==> config.mk <==
export PLATFORM = sky130hd
export DESIGN_NAME = cdc_depth_ctr
export DESIGN_NICKNAME = d
export VERILOG_FILES = /design/src/rtl/cdc_depth_pkg.sv /design/src/rtl/cdc_lead_ones.sv /design/src/rtl/cdc_count_view.sv /design/src/rtl/cdc_depth_ctr.sv
export SDC_FILE = /design/constraint.sdc
export NUM_CORES = 1
export LEC_CHECK = 0
export BUFFER_PORTS_ARGS = -buffer_cell sky130_fd_sc_hd__buf_2
export CAP_MARGIN = 10
export CORE_ASPECT_RATIO = 0.9
export CORE_UTILIZATION = 49
export DETAILED_ROUTE_END_ITERATION = 12
export PLACE_DENSITY = 0.74
export SYNTH_ARGS = -nofsm -noshare
export SYNTH_HDL_FRONTEND = slang
export SYNTH_SLANG_ARGS = --single-unit
==> constraint.sdc <==
create_clock -name vclk -period 19
set_clock_uncertainty 0.1 [all_clocks]
set_input_delay 3.8 -clock vclk [all_inputs]
set_output_delay 3.8 -clock vclk [all_outputs]
set_load 0.05 [all_outputs]
==> src/rtl/cdc_depth_pkg.sv <==
package cdc_depth_pkg;
  typedef enum logic [1:0] {
    CDC_HOLD = 2'b00,
    CDC_INC  = 2'b01,
    CDC_DEC  = 2'b10,
    CDC_TEST = 2'b11
  } cdc_op_e;
endpackage

==> src/rtl/cdc_lead_ones.sv <==
module cdc_lead_ones #(
  parameter  int FW = 7,
  localparam int NW = $clog2(FW + 1)
) (
  input  logic [FW-1:0] field_i,
  output logic [NW-1:0] n_o
);
  // priority scan from the top bit: stops at the first zero
  always_comb begin
    logic run;
    run = 1'b1;
    n_o = '0;
    for (int i = FW - 1; i >= 0; i--) begin
      run = run & field_i[i];
      n_o = n_o + NW'(run);
    end
  end
endmodule

==> src/rtl/cdc_count_view.sv <==
module cdc_count_view #(
  parameter  int FW = 7,
  localparam int NW = $clog2(FW + 1)
) (
  input  logic [FW-1:0] field_i,
  input  logic [NW-1:0] n_i,
  output logic          cnt_zero_o
);
  logic [FW-1:0] mask;

  for (genvar i = 0; i < FW; i++) begin : g_mask
    assign mask[i] = (int'(n_i) + i) < FW;
  end

  assign cnt_zero_o = ~|(field_i & mask);
endmodule

==> src/rtl/cdc_depth_ctr.sv <==
module cdc_depth_ctr
  import cdc_depth_pkg::*;
#(
  parameter int FW = 7
) (
  input  logic [FW-1:0] field_i,
  input  logic          en_i,
  input  logic [1:0]    op_i,
  output logic [FW-1:0] field_o,
  output logic          en_o,
  output logic          ovf_o,
  output logic          unf_o,
  output logic          zero_o
);
  localparam int NW = $clog2(FW + 1);

  logic [FW-1:0] field_p1, field_m1;
  logic [NW-1:0] n_cur, n_nxt;
  logic          cur_zero, nxt_zero;
  logic          disabled, active;
  cdc_op_e       op;

  assign field_p1 = field_i + 1'b1;
  assign field_m1 = field_i - 1'b1;
  assign disabled = &field_i;
  assign active   = en_i & ~disabled;
  assign op       = cdc_op_e'(op_i);

  cdc_lead_ones  #(.FW(FW)) u_lo_cur (.field_i(field_i),  .n_o(n_cur));
  cdc_lead_ones  #(.FW(FW)) u_lo_nxt (.field_i(field_p1), .n_o(n_nxt));
  cdc_count_view #(.FW(FW)) u_cv_cur (.field_i(field_i),  .n_i(n_cur), .cnt_zero_o(cur_zero));
  // overflow: the carry reached the separator, so the new width holds zero
  cdc_count_view #(.FW(FW)) u_cv_nxt (.field_i(field_p1), .n_i(n_nxt), .cnt_zero_o(nxt_zero));

  always_comb begin
    field_o = field_i;
    en_o    = en_i;
    ovf_o   = 1'b0;
    unf_o   = 1'b0;
    unique case (op)
      CDC_INC: begin
        en_o = 1'b1;
        if (active) begin
          if (nxt_zero) ovf_o   = 1'b1;
          else          field_o = field_p1;
        end
      end
      CDC_DEC: begin
        if (active) begin
          if (cur_zero) unf_o   = 1'b1;
          else          field_o = field_m1;
        end
      end
      default: ;
    endcase
  end

  assign zero_o = disabled | cur_zero;
endmodule

==> results.py, run 1 <==
metrics = {
    "setup_path": {
        "cp-start-kind": "input port",
        "cp.arrival_ps": 9030,
        "crit_slowest_cell": "nor4_2",
        "crit_fanout": 12,
        "critPathKind": "in -> out",
        "critPathCaptureType": "primary output",
        "path_cells": "buf_2 -> ha_1 -> nand3_2 -> xnor2_1 -> nor4_1 -> and2_1 -> fa_1 -> inv_1 -> fa_1 -> inv_1 -> ha_1 -> fa_1 -> inv_1 -> ha_1 -> a311oi_1 -> a211o_1 -> nor4_2 -> o221ai_1 -> o211ai_1 -> buf_2",
        "cp_data_required_time_ps": 15100,
        "critPathMaxStageDelay_ps": 630,
    },
    "final_layout": {
        "regArea_um2": 0,
        "area_delta_synth_final_pct": 7.77,
        "fillers": 217,
        "diodes": 0,
        "multi_input_area_um2": 1010,
        "nClkBuffers": 0,
        "n_sequential_cell": 0,
        "nets": 203,
        "design_area_um2": 1210,
        "drive_above_1_share_pct": 16.9,
    },
    "place": {
        "io_buffers": 21,
        "routabilityCongestion": 0.881,
        "placed_area_um2": 1210,
        "dpl.hpwl_um": 2320,
        "dp_slack_ps": 6160,
    },
    "grt": {
        "grt_max_degree": 15,
        "grt_overflow": 0,
        "gr-usage-all-layers_pct": 24.5,
        "grt_first_pass_wirelength_um": 4640,
        "antenna_found_initial": 0,
        "grt_pass1_vias": 1004,
    },
    "timing": {
        "relSlewSlack_pct": 41.1,
        "setup_viol": 0,
        "timing.final.ws_setup_ps": 6070,
        "fin_crit_sh_pct": 68.1,
        "finalHoldViolCount": 0,
        "tns_ps": 0,
        "rsz0062_at_grt": "no",
        "finalMaxSlewViolations": 0,
        "worst_pin_slew_ps": 883,
        "fmax_mhz": 77.3,
        "period_needed_ps": 12930,
    },
    "logic_synthesis": {
        "netlist_instances": 161,
        "yosysWarnings": 0,
        "ys_types": 46,
        "syn_nets": 190,
        "avgSynthCellArea_um2": 7.00,
        "syn_area_um2": 1130,
        "synth_seq_area_share_pct": 0,
    },
    "floorplanning": {
        "rows": 16,
        "die_h_um": 47.5,
        "core-area_um2": 2180,
        "initial_core_util_pct": 51.7,
        "die-area_um2": 2500,
        "io_pins": 21,
        "die_w_um": 52.6,
    },
    "power_and_ir_drop": {
        "ir_drop_v": 0.0000218,
        "finalPower_uw": 32.8,
        "p_leak_uw": 0.000572,
        "powerDensity_nw_per_um2": 27.0,
    },
    "hold_path": {
        "hold_path.class": "in -> out",
    },
    "routing": {
        "wl_um": 2960,
        "dr.pass1.iters": 5,
        "viasPerCell": 6.35,
        "drc": 0,
        "ant_nets": 0,
        "drt-initial-drc-count": 59,
        "dr_total_vias": 1264,
        "wire_per_inst_um": 14.9,
    },
    "status": {
        "status": "completed",
    },
    "clocking": {
        "holdBufCountCts": 0,
        "post_cts_buffers": 0,
        "ctsResizeCount": 0,
    },
    "job": {
        "cap_violations": 0,
    },
}
==> layout by cell type (no fill, tap or decap), types with 2 or more instances in the layout <==
cell type  count
mux2i_1        2
nand2_1       15
ha_1          13
and2_1         2
fa_1           6
nor4b_1        2
nand3_1        6
nor2b_1        2
nand3b_1       2
o21ai_0        6
buf_2         21
o221ai_1       4
o22ai_1        3
nor4_1         2
nand4_1        7
or2_2          3
or4_1          2
o21a_1         3
xor2_1         4
nand2b_1       2
nor2_1         9
nor3_1         4
xnor2_1        4
o211ai_1       4
a32oi_1        2
a21oi_1        6
inv_1         17
and3_1         3
a211o_1        2
==> metrics by stage <==
step	instances	util (%)	hold WS, ps
after floorplan	161	-	7740
final	199	55.7	8000
after global routing	199	55.7	8030
after global placement	199	55.7	8000
after detailed placement	199	55.7	8000
after CTS	199	55.7	8000
==> layout make-up <==
cell class         instances  share of cell area (%)
well taps                 27                    2.78
repair buffers            21                    8.65
inverters                 18                    5.56
multi-input cells        133                    83.0
==> worst paths after layout <==
kind / startpoint / endpoint / slack [ps] / cells past startpoint
hold / removal: en_i / en_o / 8000 / 3
setup / recovery: field_i[1] / field_o[2] / 6070 / 20
==> where the power goes <==
part | total [uW] | leakage [uW] | switching, uW | internal, uW
logic | 32.8 | 0.000572 | 22.5 | 10.3
registers | 0 | 0 | 0 | 0
clock network | 0 | 0 | 0 | 0
==> worst max-delay path, delay by kind of cell <==
family,cells,cell delay (ps)
buffers and inverters,5,690
AOI/OAI and AO/OA,4,770
xor gates and xnor gates,1,290
and+or+nand+nor,4,1110
adders and majority gates,6,2350
==> cell usage after synthesis, types with 6 or more instances <==
library cell / instances / area (um^2)
a21oi_1: 6 / 30.0
nand2_1: 15 / 56.3
nor2_1: 9 / 33.8
fa_1: 6 / 120
o21ai_0: 6 / 30.0
nand3_1: 6 / 30.0
nand4_1: 7 / 43.8
ha_1: 13 / 163
inv_1: 17 / 63.8
==> logic make-up (layout without fill, tap and decap cells) <==
kind of cell               Yosys count  after routing  synth area share, %
AOI/OAI and AO/OA                   38             38                 23.8
buffers and inverters               28             39                 10.5
adders and majority gates           19             19                 25.1
and+or+nand+nor                     66             66                 32.6
muxes                                2              2                 1.78
xor gates and xnor gates             8              8                 6.21
==> metal layers <==
layer  vias up  track usage [%]  part of all wire [%]
li1        614                -                     -
met1       569             35.6                    45
met2        77             40.8                    45
met3         4             2.54                   9.6
met4         0             1.58                  0.34
met5         -                0                     0
Note: power is estimated with default switching activity, not from simulation.
==> inputs of run 2 (changes only) <==
- clock period: 19 -> 13.4 ns (I/O delays scaled with it)
==> run 2 against run 1 <==
Effect of this change: die area stayed put; critical path depth unchanged; clock-buffer cell count stayed put; non-clock buffer count unchanged; worst hold slack lost 2200 ps; total power is 42% higher.
==> results.py, run 2 (synthesized netlist as in run 1, its figures left out) <==
metrics = {
    "status": {
        "status": "completed",
    },
    "routing": {
        "dr_total_vias": 1289,
        "dr.pass1.iters": 5,
        "ant_nets": 0,
        "drt-initial-drc-count": 55,
        "wl_um": 3170,
        "drc": 0,
        "wire_per_inst_um": 15.9,
        "viasPerCell": 6.48,
    },
    "grt": {
        "grt_overflow": 0,
        "grt_first_pass_wirelength_um": 4890,
        "grt_pass1_vias": 1089,
        "grt_max_degree": 15,
        "gr-usage-all-layers_pct": 26.0,
        "antenna_found_initial": 0,
    },
    "setup_path": {
        "crit_family": "adder cells",
        "crit_fanout": 12,
        "critPathCaptureType": "primary output",
        "path_cells": "buf_2 -> ha_1 -> nand3_2 -> xnor2_1 -> nor4_1 -> and2_1 -> fa_1 -> inv_1 -> fa_1 -> inv_1 -> ha_1 -> fa_1 -> inv_1 -> ha_1 -> a311oi_1 -> a211o_1 -> nor4_2 -> o221ai_1 -> o211ai_1 -> buf_2",
        "cp.arrival_ps": 7930,
        "cp-start-kind": "input port",
        "cp_data_required_time_ps": 10620,
        "critPathMaxStageDelay_ps": 610,
        "crit_slowest_cell": "nor4_2",
        "critPathKind": "in -> out",
        "cp_num_buf_inv": 5,
    },
    "power_and_ir_drop": {
        "finalPower_uw": 46.7,
        "p_seq_share_pct": 0,
        "p_sw_share_pct": 68.8,
        "p_int_uw": 14.6,
        "p_switching_uw": 32.1,
        "power_frac_comb_pct": 100.0,
        "p_leak_uw": 0.000572,
        "ir_drop_v": 0.0000304,
        "pwr-share-clk_pct": 0,
        "powerDensity_nw_per_um2": 38.4,
    },
    "place": {
        "dp_slack_ps": 2760,
        "routabilityCongestion": 0.933,
        "dpl.hpwl_um": 2490,
        "dpl.cell_count": 199,
        "io_buffers": 21,
    },
    "timing": {
        "finalHoldViolCount": 0,
        "tns_ps": 0,
        "relSlewSlack_pct": 41.2,
        "timing.final.ws_setup_ps": 2690,
        "finalMaxSlewViolations": 0,
        "worst_pin_slew_ps": 882,
        "fmax_mhz": 93.3,
        "setup_viol": 0,
        "fin_crit_sh_pct": 79.9,
        "period_needed_ps": 10710,
        "rsz0062_at_grt": "no",
    },
    "final_layout": {
        "layout_commonest_cell": "buf_2",
        "nClkBuffers": 0,
        "drive_above_1_share_pct": 16.9,
        "nets": 203,
        "final_cells": 199,
        "diodes": 0,
        "final_cell_mix": "buf_2, inv_1, nand2_1",
        "area_delta_synth_final_pct": 7.77,
        "regArea_um2": 0,
        "n_sequential_cell": 0,
        "fillers": 211,
    },
    "floorplanning": {
        "core-area_um2": 2180,
        "die-area_um2": 2500,
        "io_pins": 21,
        "rows": 16,
        "initial_core_util_pct": 51.7,
        "die_h_um": 47.5,
        "die_w_um": 52.6,
    },
    "clocking": {
        "ctsResizeCount": 0,
        "post_cts_buffers": 0,
        "holdBufCountCts": 0,
    },
    "job": {
        "cap_violations": 0,
    },
    "hold_path": {
        "hold_path.class": "in -> out",
    },
}
-- run 2: cell counts in the layout (fill, tap and decap cells not counted) --
No cell type changed its count.
-- run 2: through the flow --
stage / instance area [um^2] / utilization [%] / hold slack [ps]
after floorplan: 1130 / - / 5500
after detailed placement: 1210 / 55.7 / 5770
after global placement: 1210 / 55.7 / 5760
after global routing: 1210 / 55.7 / 5780
after CTS: 1210 / 55.7 / 5770
final: 1210 / 55.7 / 5780
-- run 2: cell type report --
cell class	instances	area [um^2]	area share, %
inverter	18	67.6	5.56
tap	27	33.8	2.78
multi-input combinational	133	1010	83.0
timing repair buffer	21	105	8.65
-- run 2: final timing paths --
path	start	end	slack, ps	cells after the start
setup / recovery	field_i[1]	field_o[2]	2690	20
hold / removal	en_i	en_o	5780	3
-- run 2: power groups by stage --
stage / logic [uW] / registers (uW) / clock network [uW]
after floorplan: 36.1 / 0 / 0
after global placement: 44.8 / 0 / 0
after detailed placement: 46.0 / 0 / 0
after CTS: 46.2 / 0 / 0
after global routing: 50.8 / 0 / 0
final: 46.7 / 0 / 0
-- run 2: worst min-delay path: stages --
cell   delay [ps]
buf_2         150
or2_2         120
buf_2         240
-- run 2: layer usage --
metal,GRT usage [%],share of wire [%],up-vias
met1,34.5,44,608
met5,0,0,-
met4,6.32,0.73,0
met3,4.13,6.7,6
li1,-,-,615
met2,44.6,48,60
==> inputs of run 3 (changes only) <==
- clock period: 13.4 -> 11.2 ns (I/O delays scaled with it)
==> run 3 against run 2 <==
Effect of this change: worst setup slack worse by 1300 ps; clock-buffer cell count stayed put; critical path depth stayed put; wire length is 1.9% lower; worst hold slack worse by 900 ps; total power is 20% higher; cell area stayed put; combinational power is 20% higher; die area stayed put; sequential cell count stayed put.
==> results.py, run 3 (synthesized netlist as in run 1, its figures left out) <==
metrics = {
    "timing": {
        "relSlewSlack_pct": 39.5,
        "finalHoldViolCount": 0,
        "setup_viol": 0,
        "worst_pin_slew_ps": 907,
        "tns_ps": 0,
        "rsz0062_at_grt": "no",
        "period_needed_ps": 9830,
        "timing.final.ws_setup_ps": 1370,
        "fmax_mhz": 102,
        "fin_crit_sh_pct": 87.8,
        "finalMaxSlewViolations": 0,
    },
    "job": {
        "cap_violations": 0,
    },
    "routing": {
        "ant_nets": 0,
        "wire_per_inst_um": 15.6,
        "drt-initial-drc-count": 44,
        "wl_um": 3110,
        "drc": 0,
        "dr_total_vias": 1267,
        "viasPerCell": 6.37,
        "dr.pass1.iters": 4,
    },
    "power_and_ir_drop": {
        "finalPower_uw": 55.9,
        "ir_drop_v": 0.0000406,
        "p_leak_uw": 0.000572,
        "powerDensity_nw_per_um2": 46.0,
    },
    "grt": {
        "gr-usage-met2_pct": 44.6,
        "grt_max_degree": 15,
        "antenna_found_initial": 0,
        "use_met3_pct": 1.27,
        "grt_use_met1_pct": 36.8,
        "gr-usage-all-layers_pct": 25.7,
        "busiest_layer": "met2",
        "grt_overflow": 0,
        "grt_pass1_vias": 1084,
        "grt_first_pass_wirelength_um": 4910,
    },
    "final_layout": {
        "diodes": 0,
        "nets": 203,
        "drive_above_1_share_pct": 16.9,
        "n_sequential_cell": 0,
        "final_cells": 199,
        "area_delta_synth_final_pct": 7.77,
        "design_area_um2": 1210,
        "final_cell_mix": "buf_2, inv_1, nand2_1",
        "multi_input_area_um2": 1010,
        "nClkBuffers": 0,
        "fillers": 213,
        "layout_commonest_cell": "buf_2",
        "regArea_um2": 0,
    },
    "hold_path": {
        "hp-start": "en_i",
        "hold_path.class": "in -> out",
    },
    "floorplanning": {
        "initial_core_util_pct": 51.7,
        "rows": 16,
        "core-area_um2": 2180,
        "die_w_um": 52.6,
        "io_pins": 21,
        "die-area_um2": 2500,
        "die_h_um": 47.5,
    },
    "clocking": {
        "holdBufCountCts": 0,
        "ctsResizeCount": 0,
        "post_cts_buffers": 0,
    },
    "setup_path": {
        "critPathKind": "in -> out",
        "cp.arrival_ps": 7490,
        "setup.worst_path.start": "field_i[1]",
        "crit_slowest_cell": "nor4_2",
        "crit_fanout": 12,
        "critPathMaxStageDelay_ps": 620,
        "path_cells": "buf_2 -> ha_1 -> nand3_2 -> xnor2_1 -> nor4_1 -> and2_1 -> fa_1 -> inv_1 -> fa_1 -> inv_1 -> ha_1 -> fa_1 -> xnor2_1 -> ha_1 -> a311oi_1 -> a211o_1 -> nor4_2 -> o221ai_1 -> o211ai_1 -> buf_2",
        "critPathCaptureType": "primary output",
        "cp_data_required_time_ps": 8860,
        "cp-start-kind": "input port",
    },
    "place": {
        "dp_slack_ps": 1480,
        "dpl.cell_count": 199,
        "routabilityCongestion": 0.896,
        "placed_area_um2": 1210,
        "dpl.hpwl_um": 2420,
        "io_buffers": 21,
    },
    "status": {
        "status": "completed",
    },
}
-- run 3: cell counts in the layout (fill, tap and decap cells not counted) --
No cell type changed its count.
-- run 3: metrics by stage --
step           util (%)  hold WS (ps)
2_1_floorplan         -          4620
3_3_place_gp       55.7          4880
3_5_place_dp       55.7          4880
4_1_cts            55.7          4880
5_1_grt            55.7          4910
6_report           55.7          4880
-- run 3: worst max-delay path: cells and delay by family --
family | cells | cell delay [ps]
AOI/OAI and AO/OA | 4 | 770
xor gates and xnor gates | 2 | 680
adders and majority gates | 6 | 2060
buffers and inverters | 4 | 620
and+or+nand+nor | 4 | 1100
-- run 3: final timing paths --
check / depth (start not counted) / slack (ps) / to
max: 20 / 1370 / field_o[2]
min: 3 / 4880 / en_o
-- run 3: layout make-up --
class | instances | area share (%)
Multi-Input combinational cell | 133 | 83.0
Timing Repair Buffer | 21 | 8.65
Inverter | 18 | 5.56
Tap cell | 27 | 2.78
-- run 3: layer usage --
metal	wire, um	share of wire [%]
met5	0	0
met4	0	0
met3	235	7.6
met2	1500	48
met1	1380	44
-- run 3: report_power, final --
group          internal (uW)  switching [uW]
Clock                      0               0
Combinational           17.4            38.5
Sequential                 0               0
